--- src/rtl/lcd_tmg_pkg.sv ---
package lcd_tmg_pkg;

    localparam int TICK_W = 12;
    localparam int LINE_W = 9;

    typedef logic [TICK_W-1:0] tick_t;
    typedef logic [LINE_W-1:0] line_t;

    typedef enum logic {
        CPP_TWO   = 1'b0,
        CPP_THREE = 1'b1
    } cpp_mode_e;

    // Per-mode horizontal marks, all in ticks; the *_end values are exclusive.
    typedef struct packed {
        tick_t last;
        tick_t hs_end;
        tick_t vs_end;
        tick_t de_start;
        tick_t de_end;
    } h_timing_t;

    typedef struct packed {
        logic hsync_n;
        logic vsync_n;
        logic de;
        logic line_start;
        logic frame_start;
    } sync_out_t;

    function automatic h_timing_t build_h(
        input cpp_mode_e m,
        input int act_pix,
        input int tot_pix,
        input int hs_pix,
        input int vs_pix,
        input int lead_pix,
        input int dly_two,
        input int dly_three
    );
        h_timing_t t;
        int c;
        int d;
        c = (m == CPP_THREE) ? 3 : 2;
        d = (m == CPP_THREE) ? dly_three : dly_two;
        t.last     = tick_t'(tot_pix * c - 1);
        t.hs_end   = tick_t'(hs_pix * c);
        t.vs_end   = tick_t'(vs_pix * c);
        t.de_start = tick_t'(lead_pix * c + d);
        t.de_end   = tick_t'(lead_pix * c + d + act_pix * c);
        return t;
    endfunction

endpackage

--- src/rtl/lcd_tmg_mode.sv ---
module lcd_tmg_mode
    import lcd_tmg_pkg::*;
#(
    parameter int H_ACT_PIX  = 320,
    parameter int H_TOT_PIX  = 336,
    parameter int H_SYNC_PIX = 2,
    parameter int V_SYNC_PIX = 2,
    parameter int H_LEAD_PIX = 7,
    parameter int DLY_TWO    = 3,
    parameter int DLY_THREE  = 5
) (
    input  logic      clk,
    input  logic      rst,
    input  logic      run,
    input  logic      frame_wrap,
    input  logic      mode_sel,
    output cpp_mode_e mode_q,
    output h_timing_t tmg
);

    localparam h_timing_t TMG_TWO = build_h(CPP_TWO, H_ACT_PIX, H_TOT_PIX,
        H_SYNC_PIX, V_SYNC_PIX, H_LEAD_PIX, DLY_TWO, DLY_THREE);
    localparam h_timing_t TMG_THREE = build_h(CPP_THREE, H_ACT_PIX, H_TOT_PIX,
        H_SYNC_PIX, V_SYNC_PIX, H_LEAD_PIX, DLY_TWO, DLY_THREE);

    always_ff @(posedge clk) begin
        if (rst || !run || frame_wrap) begin
            mode_q <= cpp_mode_e'(mode_sel);
        end
    end

    assign tmg = (mode_q == CPP_THREE) ? TMG_THREE : TMG_TWO;

    // the latched mode only moves at a frame boundary while running
    assert_mode_hold_R8: assert property (@(posedge clk) disable iff (rst)
        (run && !frame_wrap) |=> $stable(mode_q));

endmodule

--- src/rtl/lcd_tmg_hcount.sv ---
module lcd_tmg_hcount
    import lcd_tmg_pkg::*;
(
    input  logic  clk,
    input  logic  rst,
    input  logic  run,
    input  tick_t last_val,
    output tick_t cnt,
    output logic  at_last
);

    always_ff @(posedge clk) begin
        if (rst || !run) begin
            cnt <= '0;
        end else if (cnt == last_val) begin
            cnt <= '0;
        end else begin
            cnt <= cnt + tick_t'(1);
        end
    end

    assign at_last = (cnt == last_val);

    // the line wraps to tick 0 after its last tick
    assert_hwrap_R2: assert property (@(posedge clk) disable iff (rst)
        (run && at_last) |=> (cnt == '0));

    // the tick count never passes the end of the line
    assert_hrange_R2: assert property (@(posedge clk) disable iff (rst)
        cnt <= last_val);

endmodule

--- src/rtl/lcd_tmg_vcount.sv ---
module lcd_tmg_vcount
    import lcd_tmg_pkg::*;
#(
    parameter int V_TOTAL = 244
) (
    input  logic  clk,
    input  logic  rst,
    input  logic  run,
    input  logic  adv,
    output line_t cnt,
    output logic  at_last
);

    localparam line_t LAST = line_t'(V_TOTAL - 1);

    always_ff @(posedge clk) begin
        if (rst || !run) begin
            cnt <= '0;
        end else if (adv) begin
            cnt <= (cnt == LAST) ? '0 : cnt + line_t'(1);
        end
    end

    assign at_last = (cnt == LAST);

    // the line number moves only at the end of a line
    assert_vhold_R5: assert property (@(posedge clk) disable iff (rst)
        (run && !adv) |=> $stable(cnt));

endmodule

--- src/rtl/lcd_sync_gen.sv ---
module lcd_sync_gen
    import lcd_tmg_pkg::*;
#(
    parameter int H_ACT_PIX  = 320,
    parameter int H_TOT_PIX  = 336,
    parameter int H_SYNC_PIX = 2,
    parameter int V_SYNC_PIX = 2,
    parameter int H_LEAD_PIX = 7,
    parameter int V_VIS      = 240,
    parameter int V_BLANK    = 4,
    parameter int DLY_TWO    = 3,
    parameter int DLY_THREE  = 5
) (
    input  logic clk,
    input  logic rst,
    input  logic enable,
    input  logic mode_sel,
    output logic hsync_n,
    output logic vsync_n,
    output logic data_en,
    output logic line_start,
    output logic frame_start,
    output logic mode3_active
);

    localparam int V_TOTAL   = V_VIS + V_BLANK;
    localparam int VIS_FIRST = V_BLANK / 2;
    localparam int VIS_END   = VIS_FIRST + V_VIS;

    logic      run;
    cpp_mode_e mode_q;
    h_timing_t tmg;
    tick_t     h_cnt;
    line_t     v_cnt;
    logic      h_last;
    logic      v_last;
    logic      frame_wrap;
    logic      vis_line;
    sync_out_t so;

    assign run        = enable && !rst;
    assign frame_wrap = h_last && v_last;

    lcd_tmg_mode #(
        .H_ACT_PIX (H_ACT_PIX),
        .H_TOT_PIX (H_TOT_PIX),
        .H_SYNC_PIX(H_SYNC_PIX),
        .V_SYNC_PIX(V_SYNC_PIX),
        .H_LEAD_PIX(H_LEAD_PIX),
        .DLY_TWO   (DLY_TWO),
        .DLY_THREE (DLY_THREE)
    ) u_mode (
        .clk       (clk),
        .rst       (rst),
        .run       (run),
        .frame_wrap(frame_wrap),
        .mode_sel  (mode_sel),
        .mode_q    (mode_q),
        .tmg       (tmg)
    );

    lcd_tmg_hcount u_hcnt (
        .clk     (clk),
        .rst     (rst),
        .run     (run),
        .last_val(tmg.last),
        .cnt     (h_cnt),
        .at_last (h_last)
    );

    lcd_tmg_vcount #(
        .V_TOTAL(V_TOTAL)
    ) u_vcnt (
        .clk    (clk),
        .rst    (rst),
        .run    (run),
        .adv    (h_last),
        .cnt    (v_cnt),
        .at_last(v_last)
    );

    assign vis_line = (v_cnt >= line_t'(VIS_FIRST)) && (v_cnt < line_t'(VIS_END));

    always_comb begin
        so.hsync_n     = !(run && (h_cnt < tmg.hs_end));
        so.vsync_n     = !(run && (v_cnt == '0) && (h_cnt < tmg.vs_end));
        so.de          = run && vis_line && (h_cnt >= tmg.de_start) && (h_cnt < tmg.de_end);
        so.line_start  = run && (h_cnt == '0);
        so.frame_start = run && (h_cnt == '0) && (v_cnt == '0);
    end

    assign hsync_n      = so.hsync_n;
    assign vsync_n      = so.vsync_n;
    assign data_en      = so.de;
    assign line_start   = so.line_start;
    assign frame_start  = so.frame_start;
    assign mode3_active = (mode_q == CPP_THREE);

    // the data window never overlaps either sync pulse
    assert_de_clear_R4: assert property (@(posedge clk) disable iff (rst)
        data_en |-> (hsync_n && vsync_n));

    // a frame start is always also a line start
    assert_frame_line_R5: assert property (@(posedge clk) disable iff (rst)
        frame_start |-> line_start);

    // after enable rises, the first tick opens a frame
    assert_restart_R9: assert property (@(posedge clk) disable iff (rst)
        ($rose(enable) && !$past(rst)) |-> frame_start);

endmodule

--- config.mk ---
export PLATFORM = sky130hd
export DESIGN_NAME = lcd_sync_gen
export DESIGN_NICKNAME = d
export VERILOG_FILES = /design/src/rtl/lcd_tmg_pkg.sv /design/src/rtl/lcd_tmg_mode.sv /design/src/rtl/lcd_tmg_hcount.sv /design/src/rtl/lcd_tmg_vcount.sv /design/src/rtl/lcd_sync_gen.sv
export SDC_FILE = /design/constraint.sdc
export NUM_CORES = 1
export LEC_CHECK = 0
export BUFFER_PORTS_ARGS = -buffer_cell sky130_fd_sc_hd__buf_2
export CAP_MARGIN = 10
export CORE_MARGIN = 4
export CORE_UTILIZATION = 48
export DETAILED_ROUTE_END_ITERATION = 8
export PLACE_DENSITY = 0.71
export SLEW_MARGIN = 20
export SYNTH_ARGS = -nofsm -noshare
export SYNTH_HDL_FRONTEND = slang
export SYNTH_HIERARCHICAL = 1
export SYNTH_SLANG_ARGS = --single-unit
export TNS_END_PERCENT = 1
--- constraint.sdc ---
create_clock -name clk -period 3 [get_ports clk]
set_input_delay 0 -clock clk [delete_from_list [all_inputs] [get_ports clk]]
set_output_delay 0 -clock clk [all_outputs]
set_load 0.005 [all_outputs]
==> impl_metrics.env, run 1 <==
export IMPL_status="finished, final reports clean"
export IMPL_whs_path_depth=2
export IMPL_clk_pin_slew_worst_paths_ps=80
export IMPL_initial_core_util_pct=50.0
export IMPL_period_needed_ps=2540
export IMPL_die_height_um=84.2
export IMPL_drt_wl_total_um=4850
export IMPL_drcViolationCount=0
export IMPL_synth_warnings=6
export IMPL_cts_resized=0
export IMPL_clockRootBuffer="clkbuf_8"
export IMPL_fin_nets=403
export IMPL_rows=27
export IMPL_synth_async_sr_flop_share_pct=0
export IMPL_synth_edf_count=1
export IMPL_rsz0062_at_grt="false"
export IMPL_critical_path_class="flip-flop to output pin"
export IMPL_netlist_area_mm2=0.00279
export IMPL_grt_pass1_wl_um=8810
export IMPL_max_freq_ghz=0.394
export IMPL_synth_top_cells_by_count="59 x buf_4, 53 x inv_1, 47 x ha_1"
export IMPL_synth_avg_cell_area_um2=7.91
export IMPL_grt_total_usage_pct=14.8
export IMPL_die_area_mm2=0.00709
export IMPL_numPortBuffers=9
export IMPL_hold_start="rst"
export IMPL_wl_per_cell_um=11.5
export IMPL_grt_max_degree=14
export IMPL_start_kind="flip-flop"
export IMPL_arrival_ps=2540
export IMPL_maxCapViolations=0
export IMPL_holdWs_ps=99.8
export IMPL_diodes=0
export IMPL_synth_seq_cells=22
export IMPL_synth_most_common_cell="buf_4"
export IMPL_p_per_area_mw_per_mm2=238
export IMPL_syn2layout_area_growth_pct=-2.34
export IMPL_h_tree_depth=1
export IMPL_synth_top_cells_by_area="ha_1 21%, buf_4 16%, dfxtp_1 15%"
export IMPL_final_util_pct=48.8
export IMPL_core_area_mm2=0.00557
export IMPL_via_per_inst=4.90
export IMPL_min_to="u_mode/mode_q"
export IMPL_crit_fanout=13
export IMPL_worst_ir_drop_vdd_mv=0.168
export IMPL_clock_path_buffers=2
export IMPL_ys_seq_area_share_pct=16.2
export IMPL_reg2reg_to="u_vcnt/cnt[7]"
export IMPL_antenna_left=0
export IMPL_ys_flop_type="dfxtp_1"
export IMPL_min_path_type="primary input to flip-flop"
export IMPL_fin_crit_sh_pct=84.6
export IMPL_crit_path_end_kind="output pin"
export IMPL_antenna_found_initial=0
export IMPL_synth_top_area_share_pct=21.1
export IMPL_slew_violations=0
export IMPL_grt_overflow=0
export IMPL_power_leakage_uw=0.00129
export IMPL_yosys_area_top_type="ha_1"
export IMPL_initialDrtViolationCount=87
export IMPL_cts_tree="yes"
export IMPL_finClkSkew_ps=5.25
export IMPL_num_io_pins=10
export IMPL_worst_pin_slew_ps=977
export IMPL_drive_above_1_share_pct=6.84
export IMPL_gp_congestion=0.857
export IMPL_clkSinkCount=22
export IMPL_worst_ep_required_time_ps=3000
export IMPL_synth_cells=352
export IMPL_cts_setup_buffers=0
export IMPL_setup_viol=0
export IMPL_ys_types=49
export IMPL_cts_buffers_inserted=3
export IMPL_slew_headroom_pct=34.4
export IMPL_final_hold_violation_count=0
export IMPL_die_w_um=84.2
export IMPL_rrSetupSlack_ps=650
export IMPL_grt_pass1_vias=1994
export IMPL_vias=2072
export IMPL_reg2reg_from="u_mode/mode_q"
export IMPL_n_fill_cell=582
export IMPL_drtPass1Iterations=4
export IMPL_r2r_cells=8
export IMPL_setup_tns_ps=0
export IMPL_clk_latency_ps=270
export IMPL_hpwl_um=3990
## metal layers
layer,wire (µm),GRT usage [%]
met1,2360,18.9
met2,2350,26.5
met3,102,1.47
met4,40,3.51
met5,0,0
## cell usage in the layout, fill, tap and decap left out, types with 2 or more instances in the layout
cell type  Yosys  layout
buf_2          1       9
xor2_1        10      10
a211o_1        2       2
conb_1         2      46
o211ai_1       2       2
ha_1          47      47
or3_1          5       5
nand3_1        7       7
buf_4         59       3
a31oi_1        3       3
nand4_1       14      14
clkbuf_8       0       3
nor3_1         3       3
xnor2_1       14      14
o21ai_0        9       9
and4_1         3       3
a21oi_1       12      12
dfxtp_1       21      21
a21o_1         5       5
a21boi_0       2       2
a211oi_1       3       3
inv_1         53      53
nor4_1         5       5
nor2_1        22      22
nand2b_1       4       4
nor2b_1        3       3
nand2_1       15      15
o221ai_1       2       2
and3_1         2       2
and2_1         2       2
## cell families after synthesis
logic type	count (synthesis)	synth area share [%]
muxes	1	0.359
AOI/OAI and AO/OA	49	12.6
adders and majority gates	47	21.1
xor gates and xnor gates	24	7.55
buffers and inverters	115	23.8
DFF	22	16.2
and+or+nand+nor	92	18.1
other	2	0.270
## worst max-delay path, cell delays in order (launching register included)
cell and delay [ps]:
edfxtp_1 630, inv_1 90, ha_1 290, nor2_1 40, or3_1 360, o221ai_1 220
a221oi_1 130, a2111oi_1 320, buf_2 190
## area by class of cell
| class | instances | area [µm²] | area share (%) |
|---|---|---|---|
| Multi-Input combinational cell | 259 | 1840 | 67.5 |
| Sequential cell | 22 | 450 | 16.6 |
| Inverter | 53 | 199 | 7.31 |
| Tap cell | 72 | 90.1 | 3.31 |
| Timing Repair Buffer | 13 | 77.6 | 2.85 |
| Clock buffer | 4 | 66.3 | 2.44 |
## stage by stage
stage	cell area, µm²	std cells	power (µW)	setup WS, ps
after floorplan	2950	396	446	788
after global placement	2640	418	401	725
after detailed placement	2640	418	405	668
after CTS	2720	423	653	473
after global routing	2720	423	690	288
final	2720	423	648	463
## how the worst max path moves through the flow
stage                              from            end  slack [ps]  cells past startpoint
final                     u_mode/mode_q        data_en         460                      8
after CTS                 u_mode/mode_q        data_en         470                      8
after floorplan           u_mode/mode_q  u_vcnt/cnt[7]         790                      9
after detailed placement  u_mode/mode_q  u_vcnt/cnt[7]         670                      8
after global routing      u_mode/mode_q        data_en         290                      8
after global placement    u_mode/mode_q  u_vcnt/cnt[7]         720                      8
## state kept, by name, indices dropped and copies added (netlist names)
register / cells
u_vcnt/cnt: 9
u_mode/mode_q: 1
u_hcnt/cnt: 12
## timing repair
action / in CTS / in global routing
hold endpoints to repair: 1 / 0
hold buffers: 1 / 0
setup endpoints to repair: 0 / 0
## where the power goes
group,leakage [µW],switching [µW],internal [µW]
logic,0.00108,56.3,42.2
clock network,0.0000339,103,145
registers,0.000180,5.89,296
total,0.00129,165,483
(Power assumes the default switching activity.)
==> run 2: changes to the inputs <==
--- a/config.mk
+++ b/config.mk
@@ -10,7 +10,7 @@
 export CORE_MARGIN = 4
 export CORE_UTILIZATION = 48
 export DETAILED_ROUTE_END_ITERATION = 8
-export PLACE_DENSITY = 0.71
+export PLACE_DENSITY = 0.74
 export SLEW_MARGIN = 20
 export SYNTH_ARGS = -nofsm -noshare
 export SYNTH_HDL_FRONTEND = slang
==> constraint.sdc (replaced) <==
create_clock -name clk -period 2.11 [get_ports clk]
set_input_delay 0 -clock clk [delete_from_list [all_inputs] [get_ports clk]]
set_output_delay 0 -clock clk [all_outputs]
set_load 0.005 [all_outputs]
==> impl_metrics.env, run 2 (synthesis results as in run 1) <==
export IMPL_final_hold_violation_count=0
export IMPL_vias=2144
export IMPL_via_per_inst=4.81
export IMPL_drcViolationCount=0
export IMPL_crit_chain="inv_1 -> buf_4 -> ha_1 -> nand2b_1 -> a31oi_1 -> o221ai_2 -> a221oi_2 -> a2111oi_2 -> buf_2"
export IMPL_p_per_area_mw_per_mm2=297
export IMPL_final_cell_mix="53 x inv_1, 47 x ha_1, 46 x conb_1"
export IMPL_cp_endpoint="data_en"
export IMPL_num_io_pins=10
export IMPL_grt_max_degree=13
export IMPL_cts_buffers_inserted=3
export IMPL_slowest_delay_ps=450
export IMPL_die_w_um=84.2
export IMPL_power_leakage_uw=0.00141
export IMPL_fin_nets=426
export IMPL_drive_above_1_share_pct=14.7
export IMPL_clock_path_buffers=2
export IMPL_finClkSkew_ps=3.75
export IMPL_diodes=0
export IMPL_fin_crit_sh_pct=105
export IMPL_grt_total_usage_pct=15.5
export IMPL_final_common_cell="inv_1"
export IMPL_violations="setup timing"
export IMPL_antenna_left=0
export IMPL_syn2layout_area_growth_pct=4.45
export IMPL_cts_tree="yes"
export IMPL_slew_violations=0
export IMPL_worst_ep_required_time_ps=2110
export IMPL_largest_reg_flops=12
export IMPL_grt_overflow=0
export IMPL_intPower_uw=634
export IMPL_slowest_stage="edfxtp_1"
export IMPL_clock_power_share_pct=31.0
export IMPL_core_area_mm2=0.00557
export IMPL_maxCapViolations=0
export IMPL_period_needed_ps=2210
export IMPL_gp_congestion=0.788
export IMPL_initial_core_util_pct=50.0
export IMPL_min_path_type="primary input to flip-flop"
export IMPL_rrSetupSlack_ps=-80
export IMPL_rsz0062_at_grt="true"
export IMPL_crit_fanout=5
export IMPL_grt_pass1_vias=2140
export IMPL_clockRootBuffer="clkbuf_8"
export IMPL_numPortBuffers=9
export IMPL_setup_tns_ps=-197
export IMPL_start_kind="flip-flop"
export IMPL_comb_power_share_pct=19.9
export IMPL_clkSinkCount=22
export IMPL_setup_viol=3
export IMPL_die_height_um=84.2
export IMPL_antenna_found_initial=0
export IMPL_clk_latency_ps=260
export IMPL_clk_pin_slew_worst_paths_ps=80
export IMPL_wl_per_cell_um=11.7
export IMPL_max_freq_ghz=0.453
export IMPL_rows=27
export IMPL_grt_pass1_wl_um=9180
export IMPL_drt_wl_total_um=5220
export IMPL_r2r_cells=8
export IMPL_final_util_pct=52.2
export IMPL_reg2reg_to="u_vcnt/cnt[7]"
export IMPL_critPathLaunch="u_mode/mode_q"
export IMPL_h_tree_depth=1
export IMPL_status="finished, violations left"
export IMPL_hpwl_um=4280
export IMPL_top_register="u_hcnt/cnt"
export IMPL_initialDrtViolationCount=67
export IMPL_worst_ir_drop_vdd_mv=0.275
export IMPL_setup_ws_ps=-95.7
export IMPL_reg_top3="u_hcnt/cnt: 12 flops, u_vcnt/cnt: 9 flops, u_mode/mode_q: 1 flops"
export IMPL_drtPass1Iterations=4
export IMPL_arrival_ps=2210
export IMPL_reg2reg_from="u_mode/mode_q"
export IMPL_switching_share_pct=26.6
export IMPL_crit_path_end_kind="output pin"
export IMPL_p_sw_uw=230
export IMPL_p_seq_share_pct=49.1
export IMPL_critical_path_class="flip-flop to output pin"
export IMPL_die_area_mm2=0.00709
[run 2: cell count changes in the layout (fill, tap and decap cells not counted), sizes merged]
| cell | previous run | this run |
|---|---|---|
| buf | 12 | 35 |
[run 2: metrics by stage]
step	hold slack [ps]	setup slack (ps)	area [µm²]	total power [µW]	cells
final	83.7	-95.7	2910	864	446
after global routing	81.9	-226	2910	922	446
after CTS	72.1	-62.0	2870	865	442
after detailed placement	200	6.78	2770	587	435
after global placement	199	62.4	2770	582	435
after floorplan	98.9	-47.2	2950	634	396
[run 2: critical path, delay by kind of cell (launching register included)]
family | cells | cell delay, ps
AOI/OAI and AO/OA | 4 | 680
DFF | 1 | 450
buffers and inverters | 3 | 390
adders and majority gates | 1 | 270
and+or+nand+nor | 1 | 150
[run 2: final cells by class]
class / count / area, µm²
clock buffers: 4 / 45.0
well taps: 72 / 90.1
inverters: 53 / 199
fillers: 531 / 2670
multi-input cells: 259 / 1870
repair buffers: 36 / 254
flip-flops and latches: 22 / 455
[run 2: worst min-delay path by stage]
stage,startpoint,end,slack (ps),depth (start not counted)
after detailed placement,mode_sel,u_mode/mode_q,200,1
after CTS,rst,u_mode/mode_q,70,2
after global placement,mode_sel,u_mode/mode_q,200,1
final,rst,u_mode/mode_q,80,2
after global routing,rst,u_mode/mode_q,80,2
after floorplan,mode_sel,u_mode/mode_q,100,0
[run 2: power by group through the flow]
stage                     registers [µW]  logic (µW)  clock network [µW]
final                                424         172                 267
after global routing                 425         199                 298
after CTS                            424         162                 279
after detailed placement             436         151                   0
after global placement               435         147                   0
after floorplan                      436         198                   0
[run 2: repair_timing]
| item | CTS | global route |
|---|---|---|
| setup endpoints to repair | 4 | 9 |
| hold endpoints to repair | 1 | 0 |
| pin swaps | 0 | 10 |
| gates resized for setup | 8 | 6 |
| hold buffers | 1 | 0 |
| setup buffers | 2 | 4 |
[run 2: routing by layer]
layer / vias to the layer above / global-route usage, % / routed length, µm
met5: - / 0 / 0
met4: 0 / 4.24 / 57
li1: 1142 / - / -
met3: 6 / 1.77 / 61
met1: 985 / 18.8 / 2440
met2: 11 / 28.8 / 2660
